### config.mk
export PLATFORM = sky130hd
export DESIGN_NAME = vwb_wr_burst_ctrl
export DESIGN_NICKNAME = d
export VERILOG_FILES = /design/src/rtl/vwb_pkg.sv /design/src/rtl/vwb_burst_fsm.sv /design/src/rtl/vwb_addr_counter.sv /design/src/rtl/vwb_addr_pack.sv /design/src/rtl/vwb_wr_burst_ctrl.sv
export SDC_FILE = /design/constraint.sdc
export NUM_CORES = 1
export LEC_CHECK = 0
export BUFFER_PORTS_ARGS = -buffer_cell sky130_fd_sc_hd__buf_2
export CAP_MARGIN = 10
export CELL_PAD_IN_SITES_DETAIL_PLACEMENT = 1
export CELL_PAD_IN_SITES_GLOBAL_PLACEMENT = 1
export CORE_ASPECT_RATIO = 1.5
export CORE_UTILIZATION = 39
export CTS_BUF_LIST = sky130_fd_sc_hd__clkbuf_16
export DETAILED_ROUTE_END_ITERATION = 7
export PLACE_DENSITY_LB_ADDON = 0.1
export SETUP_SLACK_MARGIN = 0.2
export SYNTH_ARGS = -nofsm -noshare
export SYNTH_HDL_FRONTEND = slang
export SYNTH_SLANG_ARGS = --single-unit
### constraint.sdc
create_clock -name clk -period 5.2 [get_ports clk]
set_clock_uncertainty 0.05 [all_clocks]
set_input_delay 1.04 -clock clk [delete_from_list [all_inputs] [get_ports clk]]
set_output_delay 1.04 -clock clk [all_outputs]
set_load 0.1 [all_outputs]
### src/rtl/vwb_pkg.sv
package vwb_pkg;

   typedef enum logic [1:0] {
      VW_IDLE = 2'd0,
      VW_REQ  = 2'd1,
      VW_XFER = 2'd2,
      VW_FIN  = 2'd3
   } vw_state_t;

endpackage

### src/rtl/vwb_burst_fsm.sv
module vwb_burst_fsm
   import vwb_pkg::*;
#(
   parameter int LVL_W     = 6,
   parameter int BURST_LEN = 8
) (
   input  logic             clk,
   input  logic             rst_n,
   input  logic [LVL_W-1:0] level_i,
   input  logic             grant_i,
   input  logic             done_i,
   output logic             req_o,
   output logic             rd_en_o,
   output logic             adv_o
);

   localparam int BEAT_W = $clog2(BURST_LEN);
   localparam logic [BEAT_W-1:0] LAST_BEAT = BEAT_W'(BURST_LEN - 1);

   if (BURST_LEN < 2 || (BURST_LEN & (BURST_LEN - 1)) != 0) begin : g_bad_len
      $error("vwb_burst_fsm: BURST_LEN must be a power of two >= 2");
   end
   if (BURST_LEN > (1 << LVL_W) - 1) begin : g_bad_lvl
      $error("vwb_burst_fsm: LVL_W too narrow to express one burst");
   end

   vw_state_t         state_q, state_d;
   logic [BEAT_W-1:0] beat_q, beat_d;
   logic              enough;

   assign enough = (level_i >= LVL_W'(BURST_LEN));

   always_comb begin
      state_d = state_q;
      beat_d  = beat_q;
      case (state_q)
         VW_IDLE: if (enough) state_d = VW_REQ;
         VW_REQ: begin
            if (grant_i) begin
               state_d = VW_XFER;
               beat_d  = '0;
            end
         end
         VW_XFER: begin
            if (beat_q == LAST_BEAT) state_d = VW_FIN;
            else                     beat_d  = beat_q + 1'b1;
         end
         VW_FIN: if (done_i) state_d = VW_IDLE;
         default: state_d = VW_IDLE;
      endcase
   end

   always_ff @(posedge clk) begin
      if (!rst_n) begin
         state_q <= VW_IDLE;
         beat_q  <= '0;
      end else begin
         state_q <= state_d;
         beat_q  <= beat_d;
      end
   end

   assign req_o   = (state_q == VW_REQ);
   assign rd_en_o = (state_q == VW_XFER);
   assign adv_o   = (state_q == VW_FIN) && done_i;

endmodule

### src/rtl/vwb_addr_counter.sv
module vwb_addr_counter #(
   parameter int LINE_W     = 9,
   parameter int BURST_W    = 6,
   parameter int ODD_LINES  = 254,
   parameter int EVEN_LINES = 253,
   parameter int LINE_BURST = 45
) (
   input  logic               clk,
   input  logic               rst_n,
   input  logic               clr_i,
   input  logic               adv_i,
   output logic [LINE_W-1:0]  line_o,
   output logic               field_o,
   output logic [BURST_W-1:0] burst_o
);

   localparam logic [BURST_W-1:0] LAST_BURST = BURST_W'(LINE_BURST - 1);
   localparam logic [LINE_W-1:0]  LAST_ODD   = LINE_W'(ODD_LINES - 1);
   localparam logic [LINE_W-1:0]  LAST_EVEN  = LINE_W'(EVEN_LINES - 1);

   if (ODD_LINES < 1 || ODD_LINES > (1 << LINE_W)) begin : g_bad_odd
      $error("vwb_addr_counter: ODD_LINES does not fit LINE_W");
   end
   if (EVEN_LINES < 1 || EVEN_LINES > (1 << LINE_W)) begin : g_bad_even
      $error("vwb_addr_counter: EVEN_LINES does not fit LINE_W");
   end
   if (LINE_BURST < 1 || LINE_BURST > (1 << BURST_W)) begin : g_bad_burst
      $error("vwb_addr_counter: LINE_BURST does not fit BURST_W");
   end

   logic [LINE_W-1:0]  line_q;
   logic               field_q;
   logic [BURST_W-1:0] burst_q;
   logic               end_line, end_field;

   assign end_line  = (burst_q == LAST_BURST);
   assign end_field = end_line && (field_q ? (line_q == LAST_EVEN) : (line_q == LAST_ODD));

   always_ff @(posedge clk) begin
      if (!rst_n || clr_i) begin
         line_q  <= '0;
         field_q <= 1'b0;
         burst_q <= '0;
      end else if (adv_i) begin
         if (end_field) begin
            burst_q <= '0;
            line_q  <= '0;
            field_q <= ~field_q;
         end else if (end_line) begin
            burst_q <= '0;
            line_q  <= line_q + 1'b1;
         end else begin
            burst_q <= burst_q + 1'b1;
         end
      end
   end

   assign line_o  = line_q;
   assign field_o = field_q;
   assign burst_o = burst_q;

endmodule

### src/rtl/vwb_addr_pack.sv
module vwb_addr_pack #(
   parameter int ROW_PAD = 4,
   parameter int LINE_W  = 9,
   parameter int BANK_W  = 2,
   parameter int BURST_W = 6,
   parameter int OFS_W   = 3,
   localparam int ADDR_W = ROW_PAD + LINE_W + 1 + BANK_W + BURST_W + OFS_W
) (
   input  logic [LINE_W-1:0]  line_i,
   input  logic               field_i,
   input  logic [BURST_W-1:0] burst_i,
   output logic [ADDR_W-1:0]  addr_o
);

   if (BANK_W < 1 || OFS_W < 1) begin : g_bad_fields
      $error("vwb_addr_pack: BANK_W and OFS_W must be at least 1");
   end

   if (ROW_PAD > 0) begin : g_padded
      assign addr_o = {{ROW_PAD{1'b0}}, line_i, field_i,
                       {BANK_W{1'b0}}, burst_i, {OFS_W{1'b0}}};
   end else begin : g_unpadded
      assign addr_o = {line_i, field_i, {BANK_W{1'b0}}, burst_i, {OFS_W{1'b0}}};
   end

endmodule

### src/rtl/vwb_wr_burst_ctrl.sv
module vwb_wr_burst_ctrl #(
   parameter int LVL_W      = 6,
   parameter int BURST_LEN  = 8,
   parameter int ROW_PAD    = 4,
   parameter int LINE_W     = 9,
   parameter int BANK_W     = 2,
   parameter int BURST_W    = 6,
   parameter int ODD_LINES  = 254,
   parameter int EVEN_LINES = 253,
   parameter int LINE_BURST = 45,
   localparam int OFS_W     = $clog2(BURST_LEN),
   localparam int ADDR_W    = ROW_PAD + LINE_W + 1 + BANK_W + BURST_W + OFS_W
) (
   input  logic              clk,
   input  logic              rst_n,
   input  logic [LVL_W-1:0]  fifo_level,
   input  logic              frame_start,
   input  logic              wr_grant,
   input  logic              wr_done,
   output logic              wr_req,
   output logic [ADDR_W-1:0] wr_addr,
   output logic              fifo_rd_en
);

   logic               adv;
   logic [LINE_W-1:0]  line;
   logic               field;
   logic [BURST_W-1:0] burst;

   vwb_burst_fsm #(
      .LVL_W    (LVL_W),
      .BURST_LEN(BURST_LEN)
   ) u_fsm (
      .clk    (clk),
      .rst_n  (rst_n),
      .level_i(fifo_level),
      .grant_i(wr_grant),
      .done_i (wr_done),
      .req_o  (wr_req),
      .rd_en_o(fifo_rd_en),
      .adv_o  (adv)
   );

   vwb_addr_counter #(
      .LINE_W    (LINE_W),
      .BURST_W   (BURST_W),
      .ODD_LINES (ODD_LINES),
      .EVEN_LINES(EVEN_LINES),
      .LINE_BURST(LINE_BURST)
   ) u_cnt (
      .clk    (clk),
      .rst_n  (rst_n),
      .clr_i  (frame_start),
      .adv_i  (adv),
      .line_o (line),
      .field_o(field),
      .burst_o(burst)
   );

   vwb_addr_pack #(
      .ROW_PAD(ROW_PAD),
      .LINE_W (LINE_W),
      .BANK_W (BANK_W),
      .BURST_W(BURST_W),
      .OFS_W  (OFS_W)
   ) u_pack (
      .line_i (line),
      .field_i(field),
      .burst_i(burst),
      .addr_o (wr_addr)
   );

endmodule

==> results.yml, run 1 <==
run_status:
  status: "completed"
placement:
  dp_hpwl_mm: 1.99
  port_buffers: 25
  gp_congestion: 0.758
synthesis:
  yosys.area_share.simple_pct: 29.8
  synth_top_area_share_pct: 34.5
  synth.largest_area_cell: "dfxtp_1"
  synth_top_family_by_area: "simple AND/OR/NAND/NOR gates"
  async_flop_share_pct: 0
  ys_seq_area_share_pct: 34.5
  synth_xor_area_share_pct: 9.35
  synth_mux_area_share_pct: 3.29
  synth.most_common_cell: "dfxtp_1"
  synth_common_cells: "21 x dfxtp_1, 14 x nor2_1, 10 x buf_4, 10 x ha_1, 10 x xnor2_1"
  synth_edf_count: 0
  synthFlopType: "dfxtp_1"
  yosysWarnings: 0
  yosys.area_share.adder_pct: 10.3
  syn-instance-count: 137
  synth_compound_area_share_pct: 4.01
  avgSynthCellArea_um2: 8.89
  yosysUniqueCellTypes: 31
  synth_seq_cells: 21
  syn_area_um2: 1220
  synth_area_leaders: "dfxtp_1 35%, ha_1 10%, xnor2_1 7.2%"
sta:
  maxSlewViolCount: 0
  max_freq_ghz: 0.392
  finalHoldViolCount: 0
  finalSetupTns_ns: 0
  finalCritPeriodShare_pct: 49.1
  setup_viol: 0
  rsz0062_at_grt: "false"
  period_needed_ns: 2.55
floorplanning:
  die_h_um: 70.4
  die_area_um2: 3350
  initial_core_util_pct: 41.4
  rows: 24
  die_w_um: 47.6
  fp.coreArea_um2: 2940
  num_io_pins: 38
worst_hold_path:
  hold_depth: 2
  hp-class: "reg -> reg"
cts:
  cts_buffer_depth: 2
  clockRootBuffer: "clkbuf_16"
  cts_hold_buf: 0
  cts_made_buffers: 3
  clock-sinks: 21
  ctsResizeCount: 0
  post_cts_buffers: 0
  clk_latency_ns: 0.25
  cts_tree: "built"
  cts_max_level: 1
  clk_pin_slew_ns: 0.06
power:
  power_density_nw_per_um2: 366
  p_seq_share_pct: 34.4
  vdd_ir_drop_max_mv: 0.352
  clkPwrFrac_pct: 30.6
  combPwrFrac_pct: 35.0
  switching_share_pct: 38.2
  p_leak_nw: 0.599
  switchingPower_mw: 0.199
  p_total_mw: 0.519
  power.internal_mw: 0.321
detailed_routing:
  viasPerCell: 5.01
  via_count: 1012
  antenna_left: 0
  drt_iter0_drc: 17
  drc: 0
  wirelength_mm: 2.49
  first_pass_iters: 3
  routedWlPerCell_um: 12.3
grt:
  grt-busiest-layer: "met2"
  grt_util_met1_pct: 19.6
  grt-ovfl-total: 0
  grt_pass1_wl_mm: 4.42
  grt_max_degree: 12
  grt_pass1_vias: 1000
  grtUsageTotal_pct: 17.5
  grtUsageMet3_pct: 1.55
  grt_use_met2_pct: 32.0
  grt_antenna_before_repair: 0
critical_path:
  cp_max_fo: 7
  crit_cells: 3
  cp_top_family: "buffers and inverters"
  reg2reg_depth: 5
  regToRegSetupSlack_ns: 3.29
  critical_path_class: "reg -> out"
  required_ns: 4.11
  critPathCaptureType: "output pin"
  crit_start: "u_fsm.state_q[0]"
  worstReg2RegEnd: "u_cnt.field_o"
  critical_path.cell_chain: "inv_1, ha_1, buf_2"
  cp-start-kind: "register"
  crit_end: "fifo_rd_en"
  slowest_delay_ns: 0.47
  crit_arrival_ns: 1.46
  critPathSlowestCell: "buf_2"
  rr_startpoint: "u_fsm.state_q[0]"
  critPathBufInv: 2
finish:
  final_nets: 185
  fillers: 401
  antennaDiodeCount: 0
  area_delta_synth_final_pct: 16.6
  drive_gt1_share_pct: 18.4
job:
  cap_violations: 0
==> worst min-delay path: stages, from the launching register on <==
cell and delay, ns:
dfxtp_1 0.31, mux2i_1 0.12, nor2b_1 0.06
==> worst min-delay path by stage <==
stage,startpoint,to,slack [ns]
CTS,u_fsm.beat_q[1],u_fsm.beat_q[1],0.49
global placement,u_cnt.field_o,u_cnt.field_o,0.45
global route,u_cnt.burst_o[1],u_cnt.burst_o[1],0.52
floorplan,u_cnt.field_o,u_cnt.field_o,0.43
finish,u_fsm.beat_q[1],u_fsm.beat_q[1],0.48
detailed placement,u_fsm.beat_q[1],u_fsm.beat_q[1],0.47
==> final cells by class <==
cell class / count / area (µm²) / area share [%]
inverters: 6 / 22.5 / 1.59
clock inverters: 1 / 3.75 / 0.264
well taps: 39 / 48.8 / 3.44
multi-input cells: 107 / 724 / 51.0
repair buffers: 25 / 125 / 8.81
flip-flops and latches: 21 / 420 / 29.6
clock buffers: 3 / 75.1 / 5.29
==> kinds of logic (layout without fill, tap and decap cells) <==
kind of cell,count (synthesis),after routing
AND/OR/NAND/NOR,63,63
flip-flops,21,21
buffers and inverters,17,35
XOR/XNOR,13,13
adder cells (fa/ha/maj),10,10
AO/OA/AOI/OAI,8,8
multiplexers,4,4
other,1,9
==> per-layer routing <==
| layer | vias to the layer above | routed length (µm) |
|---|---|---|
| met2 | 18 | 1430 |
| met4 | 0 | 36 |
| li1 | 498 | - |
| met1 | 492 | 969 |
| met3 | 4 | 53 |
| met5 | - | 0 |
==> cell usage in the layout, fill, tap and decap left out <==
cell type   n
nand4_1     4
and4b_1     1
dfxtp_1    21
o21ai_0     1
and2_1      3
nor2b_1     7
nor3_1      3
and3_1      2
nor2_1     14
nand3_1     7
o21ai_2     1
xor2_1      3
or2_1       1
nand2b_1    3
nand4_4     1
xnor2_1    10
nor4_1      4
or4b_1      1
or2b_1      1
nand4bb_1   1
nand3b_1    2
or3_1       2
mux2i_1     4
o211a_1     1
nand2_1     6
clkbuf_16   3
a21oi_1     5
conb_1      9
buf_2      25
inv_1       7
ha_1       10
==> sequential cells by signal (all words and copies together), names as in the netlist <==
register / cells
u_cnt.line_o: 9
u_cnt.burst_o: 6
u_fsm.state_q: 2
u_fsm.beat_q: 3
u_cnt.field_o: 1
==> power groups by stage <==
stage | registers, mW | logic (mW) | clock network, mW
floorplan | 0.181 | 0.162 | 0
global placement | 0.181 | 0.178 | 0
detailed placement | 0.182 | 0.184 | 0
CTS | 0.179 | 0.184 | 0.165
global route | 0.180 | 0.198 | 0.172
finish | 0.179 | 0.182 | 0.159
==> through the flow <==
step | setup WS (ns) | hold slack [ns] | instances | utilization, % | cell area (µm²)
global placement | 2.84 | 0.451 | 198 | 45.6 | 1340
global route | 2.58 | 0.522 | 202 | 48.3 | 1420
finish | 2.65 | 0.483 | 202 | 48.3 | 1420
floorplan | 2.84 | 0.434 | 145 | - | 1250
detailed placement | 2.81 | 0.471 | 198 | 45.6 | 1340
CTS | 2.63 | 0.487 | 202 | 48.3 | 1420
Power figures use the tool's default switching activity.
==> run 2: changes to the inputs <==
--- a/config.mk
+++ b/config.mk
@@ -5,12 +5,13 @@
 export SDC_FILE = /design/constraint.sdc
 export NUM_CORES = 1
 export LEC_CHECK = 0
+export ABC_AREA = 1
 export BUFFER_PORTS_ARGS = -buffer_cell sky130_fd_sc_hd__buf_2
 export CAP_MARGIN = 10
 export CELL_PAD_IN_SITES_DETAIL_PLACEMENT = 1
 export CELL_PAD_IN_SITES_GLOBAL_PLACEMENT = 1
 export CORE_ASPECT_RATIO = 1.5
-export CORE_UTILIZATION = 39
+export CORE_UTILIZATION = 36
 export CTS_BUF_LIST = sky130_fd_sc_hd__clkbuf_16
 export DETAILED_ROUTE_END_ITERATION = 7
 export PLACE_DENSITY_LB_ADDON = 0.1
==> constraint.sdc (replaced) <==
create_clock -name clk -period 2.5 [get_ports clk]
set_clock_uncertainty 0.05 [all_clocks]
set_input_delay 0.5 -clock clk [delete_from_list [all_inputs] [get_ports clk]]
set_output_delay 0.5 -clock clk [all_outputs]
set_load 0.1 [all_outputs]
==> run 2 against run 1 <==
Compared with the run above: die area is 20% higher; sequential cell count is the same; non-clock buffer count stayed put; cell count increased by 29%; critical path type unchanged; largest cell class unchanged.
==> results.yml, run 2 <==
synthesis:
  syn_area_um2: 1350
  ys_seq_area_share_pct: 31.1
  yosysWarnings: 0
  synth_common_cells: "42 x nand2_1, 30 x inv_1, 23 x nor2_1"
  async_flop_share_pct: 0
  synth_area_leaders: "dfxtp_1 31%, nand2_1 12%, ha_1 9.3%"
  synthFlopType: "dfxtp_1"
  synth.most_common_cell: "nand2_1"
  synth.largest_area_cell: "dfxtp_1"
  yosysUniqueCellTypes: 25
  synth_top_area_share_pct: 31.1
  avgSynthCellArea_um2: 7.01
  syn-instance-count: 193
  synth_seq_cells: 21
  synth_edf_count: 0
grt:
  grt_pass1_wl_mm: 5.30
  grt_max_degree: 13
  grt_pass1_vias: 1265
  grtUsageTotal_pct: 17.0
  grt_antenna_before_repair: 0
  grt-ovfl-total: 0
worst_hold_path:
  whs_endpoint: "u_fsm.beat_q[1]"
  min_from: "u_fsm.beat_q[1]"
  hp-class: "reg -> reg"
  hold_depth: 2
floorplanning:
  die_w_um: 52.0
  fp.coreArea_um2: 3480
  num_io_pins: 38
  die_h_um: 77.1
  die_area_um2: 4010
  initial_core_util_pct: 38.9
  rows: 26
cts:
  cts_hold_buf: 0
  cts_max_level: 1
  post_cts_buffers: 0
  clockRootBuffer: "clkbuf_16"
  clock-sinks: 21
  cts_buffer_depth: 2
  ctsResizeCount: 0
  cts_tree: "built"
  clk_pin_slew_ns: 0.06
  cts_made_buffers: 3
  clk_latency_ns: 0.25
finish:
  fin_area_um2: 1550
  final_nets: 241
  post-route-util_pct: 44.6
  fillers: 484
  mostFrequentLayoutCells: "42 x nand2_1, 30 x inv_1, 25 x buf_2, 23 x nor2_1, 21 x dfxtp_1"
  area_delta_synth_final_pct: 14.9
  multi_input_area_um2: 756
  largest_reg_flops: 9
  seq_area_um2: 420
  drive_gt1_share_pct: 21.5
  final_common_cell: "nand2_1"
  antennaDiodeCount: 0
detailed_routing:
  viasPerCell: 4.82
  routedWlPerCell_um: 11.9
  drt_iter0_drc: 19
  drc: 0
  antenna_left: 0
  via_count: 1258
  first_pass_iters: 3
  wirelength_mm: 3.09
critical_path:
  crit_arrival_ns: 1.48
  reg2reg_depth: 8
  regToRegSetupSlack_ns: 0.65
  rr_startpoint: "u_fsm.state_q[0]"
  required_ns: 1.95
  critical_path_class: "reg -> out"
  cp_max_fo: 7
  critPathCaptureType: "output pin"
  worstReg2RegEnd: "u_cnt.line_o[7]"
  cp-start-kind: "register"
placement:
  place_ws_ns: 0.621
  gp_congestion: 0.800
  placed_area_um2: 1470
  dp_hpwl_mm: 2.59
  port_buffers: 25
sta:
  period_needed_ns: 2.03
  finalSetupTns_ns: 0
  max_freq_ghz: 0.492
  rsz0062_at_grt: "false"
  fin_ws_ns: 0.467
  setup_viol: 0
  finalCritPeriodShare_pct: 81.3
  finalHoldViolCount: 0
  maxSlewViolCount: 0
power:
  p_leak_nw: 0.748
  p_total_mw: 1.15
  vdd_ir_drop_max_mv: 0.775
  power_density_nw_per_um2: 742
run_status:
  status: "completed"
job:
  cap_violations: 0
-- run 2: cells by family (layout without fill, tap and decap cells) --
| logic type | count (synthesis) | count (layout) | synth area share, % |
|---|---|---|---|
| AOI/OAI and AO/OA | 19 | 19 | 9.99 |
| xor gates and xnor gates | 2 | 2 | 1.30 |
| adders and majority gates | 10 | 10 | 9.25 |
| buffers and inverters | 43 | 61 | 15.3 |
| DFF | 21 | 21 | 31.1 |
| other | 1 | 9 | 0.277 |
| and+or+nand+nor | 97 | 97 | 32.8 |
-- run 2: worst max-delay path: stages (launching register included) --
cell	delay, ns
dfxtp_1	0.34
inv_1	0.12
ha_1	0.29
buf_2	0.47
-- run 2: worst max path at each step --
stage | startpoint | end | slack [ns] | depth (start not counted)
global route | u_fsm.state_q[0] | fifo_rd_en | 0.38 | 3
detailed placement | wr_done | u_cnt.line_o[7] | 0.62 | 8
finish | u_fsm.state_q[0] | fifo_rd_en | 0.47 | 3
global placement | wr_done | u_cnt.line_o[7] | 0.70 | 8
floorplan | u_cnt.burst_o[0] | u_cnt.burst_o[3] | 0.36 | 8
CTS | u_fsm.state_q[0] | fifo_rd_en | 0.46 | 3
-- run 2: final cells by class --
cell class / instances / share of cell area (%)
Sequential cell: 21 / 27.1
Clock inverter: 1 / 0.322
Timing Repair Buffer: 25 / 8.05
Multi-Input combinational cell: 137 / 48.6
Tap cell: 42 / 3.38
Clock buffer: 3 / 4.83
Inverter: 32 / 7.73
-- run 2: stage by stage --
stage          hold slack, ns  std cells
6_report                0.421        261
5_1_grt                 0.454        261
4_1_cts                 0.425        261
3_5_place_dp            0.416        257
3_3_place_gp            0.408        257
2_1_floorplan           0.399        201
-- run 2: metal layers --
metal,part of all wire [%],up-vias,routed length (µm),track usage (%)
li1,-,633,-,-
met1,39,602,1210,17.0
met2,57,19,1760,33.3
met3,2.9,4,91,3.37
met4,0.97,0,30,4.05
met5,0,-,0,0
-- run 2: where the power goes --
part | internal, mW | total [mW] | leakage (nW) | switching, mW
combinational | 0.0924 | 0.426 | 0.537 | 0.334
clock | 0.215 | 0.343 | 0.0409 | 0.128
sequential | 0.360 | 0.385 | 0.170 | 0.0244
==> run 3: changes to the inputs <==
--- a/config.mk
+++ b/config.mk
@@ -11,7 +11,7 @@
 export CELL_PAD_IN_SITES_DETAIL_PLACEMENT = 1
 export CELL_PAD_IN_SITES_GLOBAL_PLACEMENT = 1
 export CORE_ASPECT_RATIO = 1.5
-export CORE_UTILIZATION = 36
+export CORE_UTILIZATION = 32
 export CTS_BUF_LIST = sky130_fd_sc_hd__clkbuf_16
 export DETAILED_ROUTE_END_ITERATION = 7
 export PLACE_DENSITY_LB_ADDON = 0.1
==> constraint.sdc (replaced) <==
create_clock -name clk -period 1.68 [get_ports clk]
set_clock_uncertainty 0.05 [all_clocks]
set_input_delay 0.336 -clock clk [delete_from_list [all_inputs] [get_ports clk]]
set_output_delay 0.336 -clock clk [all_outputs]
set_load 0.1 [all_outputs]
==> run 3 against run 2 <==
Compared with the run above: largest power group unchanged; wire length up 16%; sequential cell count unchanged; cell area up 23%; cell count up 6.5%; non-clock buffer count up 14; hold slack worse by 0.13 ns; first-iteration DRC count down 26%; clock power up 49%; global-route usage up 0.21 points.
==> results.yml, run 3 (synthesis gave the netlist of run 2 again) <==
detailed_routing:
  drc: 0
  routedWlPerCell_um: 13.0
  viasPerCell: 4.77
  drt_iter0_drc: 14
  wirelength_mm: 3.60
  antenna_left: 0
  first_pass_iters: 4
  via_count: 1325
grt:
  grt-ovfl-total: 0
  grtUsageTotal_pct: 17.2
  grt_max_degree: 13
  grt_pass1_vias: 1339
  grt_antenna_before_repair: 0
  grt_pass1_wl_mm: 5.57
critical_path:
  reg2reg_depth: 10
  regToRegSetupSlack_ns: 0.19
  critical_path.cell_chain: "buf_6, inv_6, ha_4, buf_12"
  cp-start-kind: "register"
  critPathCaptureType: "output pin"
  slowest_delay_ns: 0.33
  worstReg2RegEnd: "u_cnt.line_o[6]"
  critPathBufInv: 3
  critical_path_class: "reg -> out"
  required_ns: 1.29
  cp_max_fo: 5
  cp_top_family: "buffers and inverters"
  critPathSlowestCell: "dfxtp_2"
  rr_startpoint: "u_cnt.burst_o[0]"
  crit_arrival_ns: 1.12
placement:
  place_ws_ns: 0.132
  gp_congestion: 0.788
  port_buffers: 25
  dp_hpwl_mm: 2.73
cts:
  cts_tree: "built"
  cts_buffer_depth: 2
  cts_max_level: 1
  clk_pin_slew_ns: 0.06
  clk_latency_ns: 0.25
  cts_hold_buf: 0
  clock-sinks: 21
  clockRootBuffer: "clkbuf_16"
  cts_made_buffers: 3
finish:
  largest_reg_flops: 9
  antennaDiodeCount: 0
  post-route-util_pct: 47.8
  area_delta_synth_final_pct: 41.2
  fillers: 513
  mostFrequentLayoutCells: "40 x nand2_1, 24 x inv_1, 22 x buf_2, 17 x nor2_1, 13 x dfxtp_4"
  final_nets: 255
  final_common_cell: "nand2_1"
  drive_gt1_share_pct: 45.5
sta:
  rsz0062_at_grt: "true"
  max_freq_ghz: 0.664
  maxSlewViolCount: 0
  finalSetupTns_ns: 0
  finalCritPeriodShare_pct: 89.7
  setup_viol: 0
  whs_ns: 0.293
  finalHoldViolCount: 0
  fin_ws_ns: 0.174
  period_needed_ns: 1.51
run_status:
  status: "completed"
worst_hold_path:
  hp-class: "in -> reg"
  hold_depth: 3
  whs_endpoint: "u_fsm.beat_q[0]"
  min_from: "rst_n"
power:
  p_leak_nw: 0.852
  power_density_nw_per_um2: 1090
  vdd_ir_drop_max_mv: 0.981
job:
  cap_violations: 0
floorplanning:
  die_area_um2: 4500
  die_h_um: 81.6
  initial_core_util_pct: 33.9
  die_w_um: 55.1
  num_io_pins: 38
  rows: 28
  fp.coreArea_um2: 3990
-- run 3: worst max path at each step --
stage                           from               end  cells past startpoint
floorplan           u_cnt.burst_o[0]   u_cnt.line_o[8]                     10
global placement    u_fsm.state_q[1]  u_fsm.state_q[1]                      8
detailed placement  u_fsm.state_q[1]   u_cnt.line_o[6]                      9
CTS                 u_fsm.state_q[0]        fifo_rd_en                      4
global route        u_cnt.burst_o[0]   u_cnt.line_o[8]                     10
finish              u_fsm.state_q[0]        fifo_rd_en                      4
-- run 3: final cells by class --
type	count	area, µm²	area share, %
multi-input cells	137	885	46.3
flip-flops and latches	21	475	24.9
repair buffers	39	278	14.5
inverters	32	135	7.08
clock buffers	3	75.1	3.93
well taps	45	56.3	2.95
clock inverters	1	5.00	0.262
-- run 3: repair_timing --
action | 4_1_cts | 5_1_grt
buffers inserted | 2 | 7
pin swaps | 3 | 11
hold endpoints to repair | 0 | 0
cloned | 0 | 0
gates resized for setup | 11 | 23
endpoints found under the setup margin | 17 | 19
-- run 3: worst reg2reg max path, stage by stage, from the launching register on --
cell and delay (ns):
dfxtp_4 0.36, inv_4 0.06, ha_4 0.13, inv_2 0.04
nor2_4 0.12, nand3_4 0.15, buf_6 0.17, nor2_4 0.11
nand3_2 0.08, nand2_1 0.07, nor2_1 0.04
-- run 3: report_power, final --
part / internal, mW / switching, mW
clock: 0.320 / 0.190
combinational: 0.372 / 0.641
sequential: 0.524 / 0.0289
total: 1.22 / 0.861
-- run 3: layer usage --
layer	vias to the layer above	GRT usage, %	wire length [µm]
met5	-	0	0
met4	0	7.50	117
met3	11	2.96	105
met2	25	33.9	2150
met1	623	16.1	1240
li1	666	-	-
-- run 3: stage by stage --
stage / power (mW) / cells / area, µm²
2_1_floorplan: 1.18 / 201 / 1490
3_3_place_gp: 1.37 / 265 / 1650
3_5_place_dp: 1.39 / 265 / 1650
4_1_cts: 1.96 / 271 / 1780
5_1_grt: 2.20 / 278 / 1910
6_report: 2.08 / 278 / 1910
